## src/rtl/fpsr_pkg.sv

```systemverilog
package fpsr_pkg;
  localparam int NUM_CLS    = 5;
  localparam int REPORT_W   = NUM_CLS + 1;
  localparam int UNIMPL_IDX = NUM_CLS;
  localparam int RM_LSB     = 0;
  localparam int RM_W       = 2;
  localparam int FLAG_LSB   = 2;
  localparam int EN_LSB     = FLAG_LSB + NUM_CLS;
  localparam int CAUSE_LSB  = EN_LSB + NUM_CLS;
  localparam int UNIMPL_BIT = CAUSE_LSB + NUM_CLS;
  localparam int COND_BIT   = 23;
  localparam int STAT_W     = 32;

  typedef enum logic [2:0] {
    CLS_INEXACT  = 3'd0,
    CLS_UNDERFLW = 3'd1,
    CLS_OVERFLW  = 3'd2,
    CLS_DIVZERO  = 3'd3,
    CLS_INVALID  = 3'd4,
    CLS_UNIMPL   = 3'd5
  } exc_cls_e;

  function automatic logic [STAT_W-1:0] impl_mask();
    logic [STAT_W-1:0] m;
    m = '0;
    for (int i = RM_LSB; i <= UNIMPL_BIT; i++) m[i] = 1'b1;
    m[COND_BIT] = 1'b1;
    return m;
  endfunction
endpackage

```

## src/rtl/fpsr_exc_unit.sv

```systemverilog
module fpsr_exc_unit
  import fpsr_pkg::*;
(
  input  logic                op_start,
  input  logic                exc_valid,
  input  logic [REPORT_W-1:0] exc_onehot,
  input  logic [NUM_CLS-1:0]  cur_flags,
  input  logic [NUM_CLS-1:0]  cur_enables,
  input  logic [NUM_CLS:0]    cur_cause,
  output logic [NUM_CLS-1:0]  nxt_flags,
  output logic [NUM_CLS:0]    nxt_cause,
  output logic                trap_hit
);
  logic [REPORT_W-1:0] hit;
  logic [NUM_CLS:0]    cause_base;
  logic [NUM_CLS-1:0]  en_hit;

  assign hit        = exc_valid ? exc_onehot : '0;
  assign cause_base = op_start ? '0 : cur_cause;

  for (genvar k = 0; k < NUM_CLS; k++) begin : g_cls
    assign nxt_flags[k] = cur_flags[k] | hit[k];
    assign nxt_cause[k] = cause_base[k] | hit[k];
    assign en_hit[k]    = hit[k] & cur_enables[k];
  end

  assign nxt_cause[UNIMPL_IDX] = cause_base[UNIMPL_IDX] | hit[UNIMPL_IDX];
  assign trap_hit = hit[UNIMPL_IDX] | (|en_hit);
endmodule

```

## src/rtl/fpsr_rd_port.sv

```systemverilog
module fpsr_rd_port #(
  parameter int          ADDR_W      = 5,
  parameter int          DATA_W      = 32,
  parameter int          STATUS_ADDR = 31,
  parameter logic [31:0] FIXED_VALUE = 32'h0000_0300
) (
  input  logic              clk,
  input  logic              rst,
  input  logic [ADDR_W-1:0] rd_addr,
  input  logic [DATA_W-1:0] status,
  output logic [DATA_W-1:0] rd_data
);
  localparam logic [ADDR_W-1:0] SEL = ADDR_W'(STATUS_ADDR);

  always_ff @(posedge clk) begin
    if (rst) rd_data <= '0;
    else if (rd_addr == SEL) rd_data <= status;
    else rd_data <= DATA_W'(FIXED_VALUE);
  end

  // other addresses return the fixed code
  assert_rd_fixed_R10: assert property (@(posedge clk) disable iff (rst)
    (!$past(rst) && $past(rd_addr) != SEL) |-> rd_data == DATA_W'(FIXED_VALUE));
endmodule

```

## src/rtl/fp_status_reg.sv

```systemverilog
module fp_status_reg
  import fpsr_pkg::*;
#(
  parameter int          ADDR_W      = 5,
  parameter int          STATUS_ADDR = 31,
  parameter logic [31:0] FIXED_VALUE = 32'h0000_0300
) (
  input  logic                clk,
  input  logic                rst,
  input  logic                op_start,
  input  logic                exc_valid,
  input  logic [REPORT_W-1:0] exc_onehot,
  input  logic                cmp_valid,
  input  logic                cmp_result,
  input  logic                ctl_wr_en,
  input  logic [ADDR_W-1:0]   ctl_wr_addr,
  input  logic [STAT_W-1:0]   ctl_wr_data,
  input  logic [ADDR_W-1:0]   ctl_rd_addr,
  output logic [STAT_W-1:0]   ctl_rd_data,
  output logic [RM_W-1:0]     round_mode,
  output logic                trap_req
);
  localparam logic [STAT_W-1:0] MASK = impl_mask();
  localparam logic [ADDR_W-1:0] SEL  = ADDR_W'(STATUS_ADDR);

  logic [STAT_W-1:0]  status_q, status_d;
  logic [NUM_CLS-1:0] nxt_flags;
  logic [NUM_CLS:0]   nxt_cause;
  logic               trap_hit;
  logic               wr_hit;

  assign wr_hit = ctl_wr_en && (ctl_wr_addr == SEL);

  fpsr_exc_unit u_exc (
    .op_start    (op_start),
    .exc_valid   (exc_valid),
    .exc_onehot  (exc_onehot),
    .cur_flags   (status_q[FLAG_LSB +: NUM_CLS]),
    .cur_enables (status_q[EN_LSB +: NUM_CLS]),
    .cur_cause   (status_q[CAUSE_LSB +: NUM_CLS+1]),
    .nxt_flags   (nxt_flags),
    .nxt_cause   (nxt_cause),
    .trap_hit    (trap_hit)
  );

  always_comb begin
    status_d = status_q;
    status_d[FLAG_LSB +: NUM_CLS]    = nxt_flags;
    status_d[CAUSE_LSB +: NUM_CLS+1] = nxt_cause;
    if (cmp_valid) status_d[COND_BIT] = cmp_result;
    if (wr_hit) status_d = ctl_wr_data & MASK;
  end

  always_ff @(posedge clk) begin
    if (rst) begin
      status_q   <= '0;
      round_mode <= '0;
      trap_req   <= 1'b0;
    end else begin
      status_q   <= status_d;
      round_mode <= status_d[RM_LSB +: RM_W];
      trap_req   <= trap_hit && !wr_hit;
    end
  end

  fpsr_rd_port #(
    .ADDR_W      (ADDR_W),
    .DATA_W      (STAT_W),
    .STATUS_ADDR (STATUS_ADDR),
    .FIXED_VALUE (FIXED_VALUE)
  ) u_rd (
    .clk     (clk),
    .rst     (rst),
    .rd_addr (ctl_rd_addr),
    .status  (status_q),
    .rd_data (ctl_rd_data)
  );

  // a trap is backed by a recorded cause that is enabled or unimplemented
  assert_trap_backed_R5: assert property (@(posedge clk) disable iff (rst)
    trap_req |-> (status_q[UNIMPL_BIT] ||
                  |(status_q[CAUSE_LSB +: NUM_CLS] & status_q[EN_LSB +: NUM_CLS])));

  // unimplemented report always traps
  assert_unimpl_trap_R6: assert property (@(posedge clk) disable iff (rst)
    (!$past(rst) && $past(exc_valid && exc_onehot[UNIMPL_IDX] && !wr_hit)) |-> trap_req);

  // flags never fall without a control write
  assert_flag_sticky_R3: assert property (@(posedge clk) disable iff (rst)
    (!$past(rst) && !$past(wr_hit)) |->
      (($past(status_q[FLAG_LSB +: NUM_CLS]) & ~status_q[FLAG_LSB +: NUM_CLS]) == '0));

  // a start strobe with no report leaves an empty cause field
  assert_cause_clear_R4: assert property (@(posedge clk) disable iff (rst)
    (!$past(rst) && $past(op_start && !exc_valid && !wr_hit)) |->
      status_q[CAUSE_LSB +: NUM_CLS+1] == '0);

  // control write wins and suppresses the trap
  assert_wr_wins_R11: assert property (@(posedge clk) disable iff (rst)
    (!$past(rst) && $past(wr_hit)) |-> (status_q == $past(ctl_wr_data & MASK) && !trap_req));

  // rounding mode follows a write
  assert_round_follow_R7: assert property (@(posedge clk) disable iff (rst)
    (!$past(rst) && $past(wr_hit)) |-> round_mode == $past(ctl_wr_data[RM_LSB +: RM_W]));
endmodule

```

## config.mk

```make
export PLATFORM = sky130hd
export DESIGN_NAME = fp_status_reg
export DESIGN_NICKNAME = d
export VERILOG_FILES = /design/src/rtl/fpsr_pkg.sv /design/src/rtl/fpsr_exc_unit.sv /design/src/rtl/fpsr_rd_port.sv /design/src/rtl/fp_status_reg.sv
export SDC_FILE = /design/constraint.sdc
export NUM_CORES = 1
export LEC_CHECK = 0
export BUFFER_PORTS_ARGS = -buffer_cell sky130_fd_sc_hd__buf_4
export CAP_MARGIN = 20
export CORE_ASPECT_RATIO = 1.4
export CORE_MARGIN = 2
export CORE_UTILIZATION = 41
export DETAILED_ROUTE_END_ITERATION = 16
export GPL_TIMING_DRIVEN = 0
export PLACE_DENSITY_LB_ADDON = 0.08
export SETUP_SLACK_MARGIN = 0.5
export SYNTH_ARGS = -nofsm -noshare
export SYNTH_HDL_FRONTEND = slang
export SYNTH_SLANG_ARGS = --single-unit
```

## constraint.sdc

```tcl
create_clock -name clk -period 1.3 [get_ports clk]
set_input_delay 0.065 -clock clk [delete_from_list [all_inputs] [get_ports clk]]
set_output_delay 0.065 -clock clk [all_outputs]
set_load 0.1 [all_outputs]
```

==> impl_metrics.yaml <==
die:
  dieArea_um2: 4470
  coreArea_um2: 3850
  ios: 90
  num_rows: 27
  die_h_um: 78.4
  die_w_um: 57.1
  start_util: 0.420
sta:
  rsz0062_at_grt: "true"
  holdWs_ps: 12.0
  period_share: 0.746
  finalCriticalPeriod_ps: 970
  slew_viol_final: 0
  hold_violations: 0
  fmax_ghz: 1.03
  finalSetupViolCount: 0
  setup_tns_ps: 0
  finClkSkew_ps: 2.54
worst_setup_path:
  cp.required_ps: 1240
  worstSetupPathType: "register to primary output"
  crit_chain: "buf_6, buf_12"
  max_stage_delay_ps: 350
  end_kind: "primary output"
  critPathArrivalTime_ps: 900
  start_kind: "register"
  cp_slowest_cell: "dfxtp_2"
  path_max_fanout: 2
placement:
  placed_cell_area_um2: 2230
  portBuffers: 63
  routabilityCongestion: 0.797
  dp_hpwl_mm: 2.59
routing:
  drtIter0Drc: 17
  wl_per_cell_um: 13.4
  first_pass_iters: 4
  viasPerCell: 4.90
  drt_wl_total_mm: 3.90
  ant_nets: 0
  route.detailed.drc: 0
  vias: 1430
cells_and_area:
  fill_cells: 312
  seq_area_um2: 813
  antenna_cells: 0
  area_growth_pct: 67.2
  multi_input_area_um2: 742
  drive_gt1_frac: 0.586
  final_cell_area_um2: 2710
  design.final.nets: 303
clocking:
  cts_hold_buf: 0
  tritoncts: "built"
  path_clk_slew_ps: 80
  ctsHtreeMaxLevel: 2
  cts_buffer_depth: 2
  cts_buffers: 5
  clk_latency_ps: 290
  cts-root-buf: "clkbuf_8"
  cts.sinks: 39
global_route:
  grt_remaining_overflow: 0
  grt_max_degree: 13
  antenna_found_initial: 0
  grt_first_pass_wirelength_mm: 6.22
  track_usage: 0.180
  grt_pass1_vias: 1354
yosys:
  yosysUniqueCellTypes: 25
  synth-main-ff-cell: "dfxtp_1"
  synth_edf_count: 0
  synth_most_common_cell: "dfxtp_1"
  synth_cells: 163
  synth_area_leader_cell: "dfxtp_1"
  ys_seq_area_frac: 0.482
  ys_ff_latch: 39
  synth_area_um2: 1620
  synth_warnings: 0
  synth_area_leaders: "dfxtp_1 48%, a211oi_2 9.3%, buf_4 7.9%"
  async_flop_share: 0
  syn_avg_cell_area_um2: 9.93
  synth_top_area_frac: 0.482
  synth_common_cells: "39 x dfxtp_1, 17 x and2_1, 17 x buf_4"
pwr:
  total_power_mw: 2.80
  peakVddDrop_v: 0.000895
  power_density_nw_per_um2: 1040
  p_leak_nw: 1.16
job:
  cap_viol_max_count: 0
run_status:
  outcome: "complete, no violations"
min_path:
  hold_class: "input pin to register"
[routing by layer]
| layer | vias to the layer above | part of all wire | global-route usage |
|---|---|---|---|
| met2 | 60 | 0.54 | 0.305 |
| met3 | 8 | 0.065 | 0.0445 |
| met1 | 658 | 0.38 | 0.211 |
| li1 | 704 | - | - |
| met5 | - | 0 | 0 |
| met4 | 0 | 0.021 | 0.0837 |
[power breakdown]
| part | switching, mW | leakage [nW] | total [mW] | internal, mW |
|---|---|---|---|---|
| Combinational | 0.325 | 0.769 | 0.513 | 0.188 |
| Clock | 0.425 | 0.0612 | 1.05 | 0.621 |
| Sequential | 0.0179 | 0.330 | 1.24 | 1.23 |
[logic make-up (layout without fill, tap and decap cells)]
kind of cell	count (synthesis)	after routing	synth area share
buffers and inverters	27	101	0.115
other	1	13	0.00232
AOI/OAI and AO/OA	40	40	0.192
muxes	1	1	0.00618
DFF	39	39	0.482
and+or+nand+nor	55	55	0.202
[metrics by stage]
step | instances | setup WS (ps) | util
3_5_place_dp | 281 | 229 | 0.579
4_1_cts | 291 | 340 | 0.690
5_1_grt | 292 | 302 | 0.703
2_1_floorplan | 175 | 467 | -
6_report | 292 | 330 | 0.703
3_3_place_gp | 281 | 237 | 0.579
[placed cells by master, fill, tap and decap left out, drive strengths merged]
master / instances
a21oi: 6
mux2i: 1
bufinv: 1
buf: 88
nand4: 1
nor3: 15
dfxtp: 39
nand2b: 7
clkinv: 1
nand2: 2
clkbuf: 10
and4b: 1
a211oi: 12
inv: 1
or2: 1
and2: 17
o21ai: 14
nor2b: 7
a22oi: 8
nor2: 2
conb: 13
nand3: 2
[worst paths after layout]
path	start	end	slack (ps)	cells after the start
setup / recovery	round_mode[0]	round_mode[0]	330	2
hold / removal	ctl_wr_data[0]	round_mode[0]	10	3
setup reg to reg	status_q[9]	trap_req	420	3
hold reg to reg	status_q[15]	u_rd.rd_data[15]	460	1
[critical path, delay by kind of cell, from the launching register on]
family	cells	cell delay [ps]
buf+inv	2	260
flops	1	350
[sequential cells by signal, summed over array words and instances (netlist names)]
register,count
status_q,18
u_rd.rd_data,19
round_mode,1
trap_req,1
[layout make-up]
class / instances / share of cell area
plain buffers: 26 / 0.0735
clock buffers: 6 / 0.0305
clock inverters: 2 / 0.0129
inverters: 1 / 0.00139
multi-input cells: 109 / 0.274
flip-flops and latches: 39 / 0.300
well taps: 43 / 0.0199
repair buffers: 66 / 0.287
[repair_timing]
item                                    in CTS  in global routing
resized for setup                           73                 24
pin swaps                                    2                  2
setup buffers                                2                  1
endpoints found under the setup margin      23                 42
(Power assumes the default switching activity.)
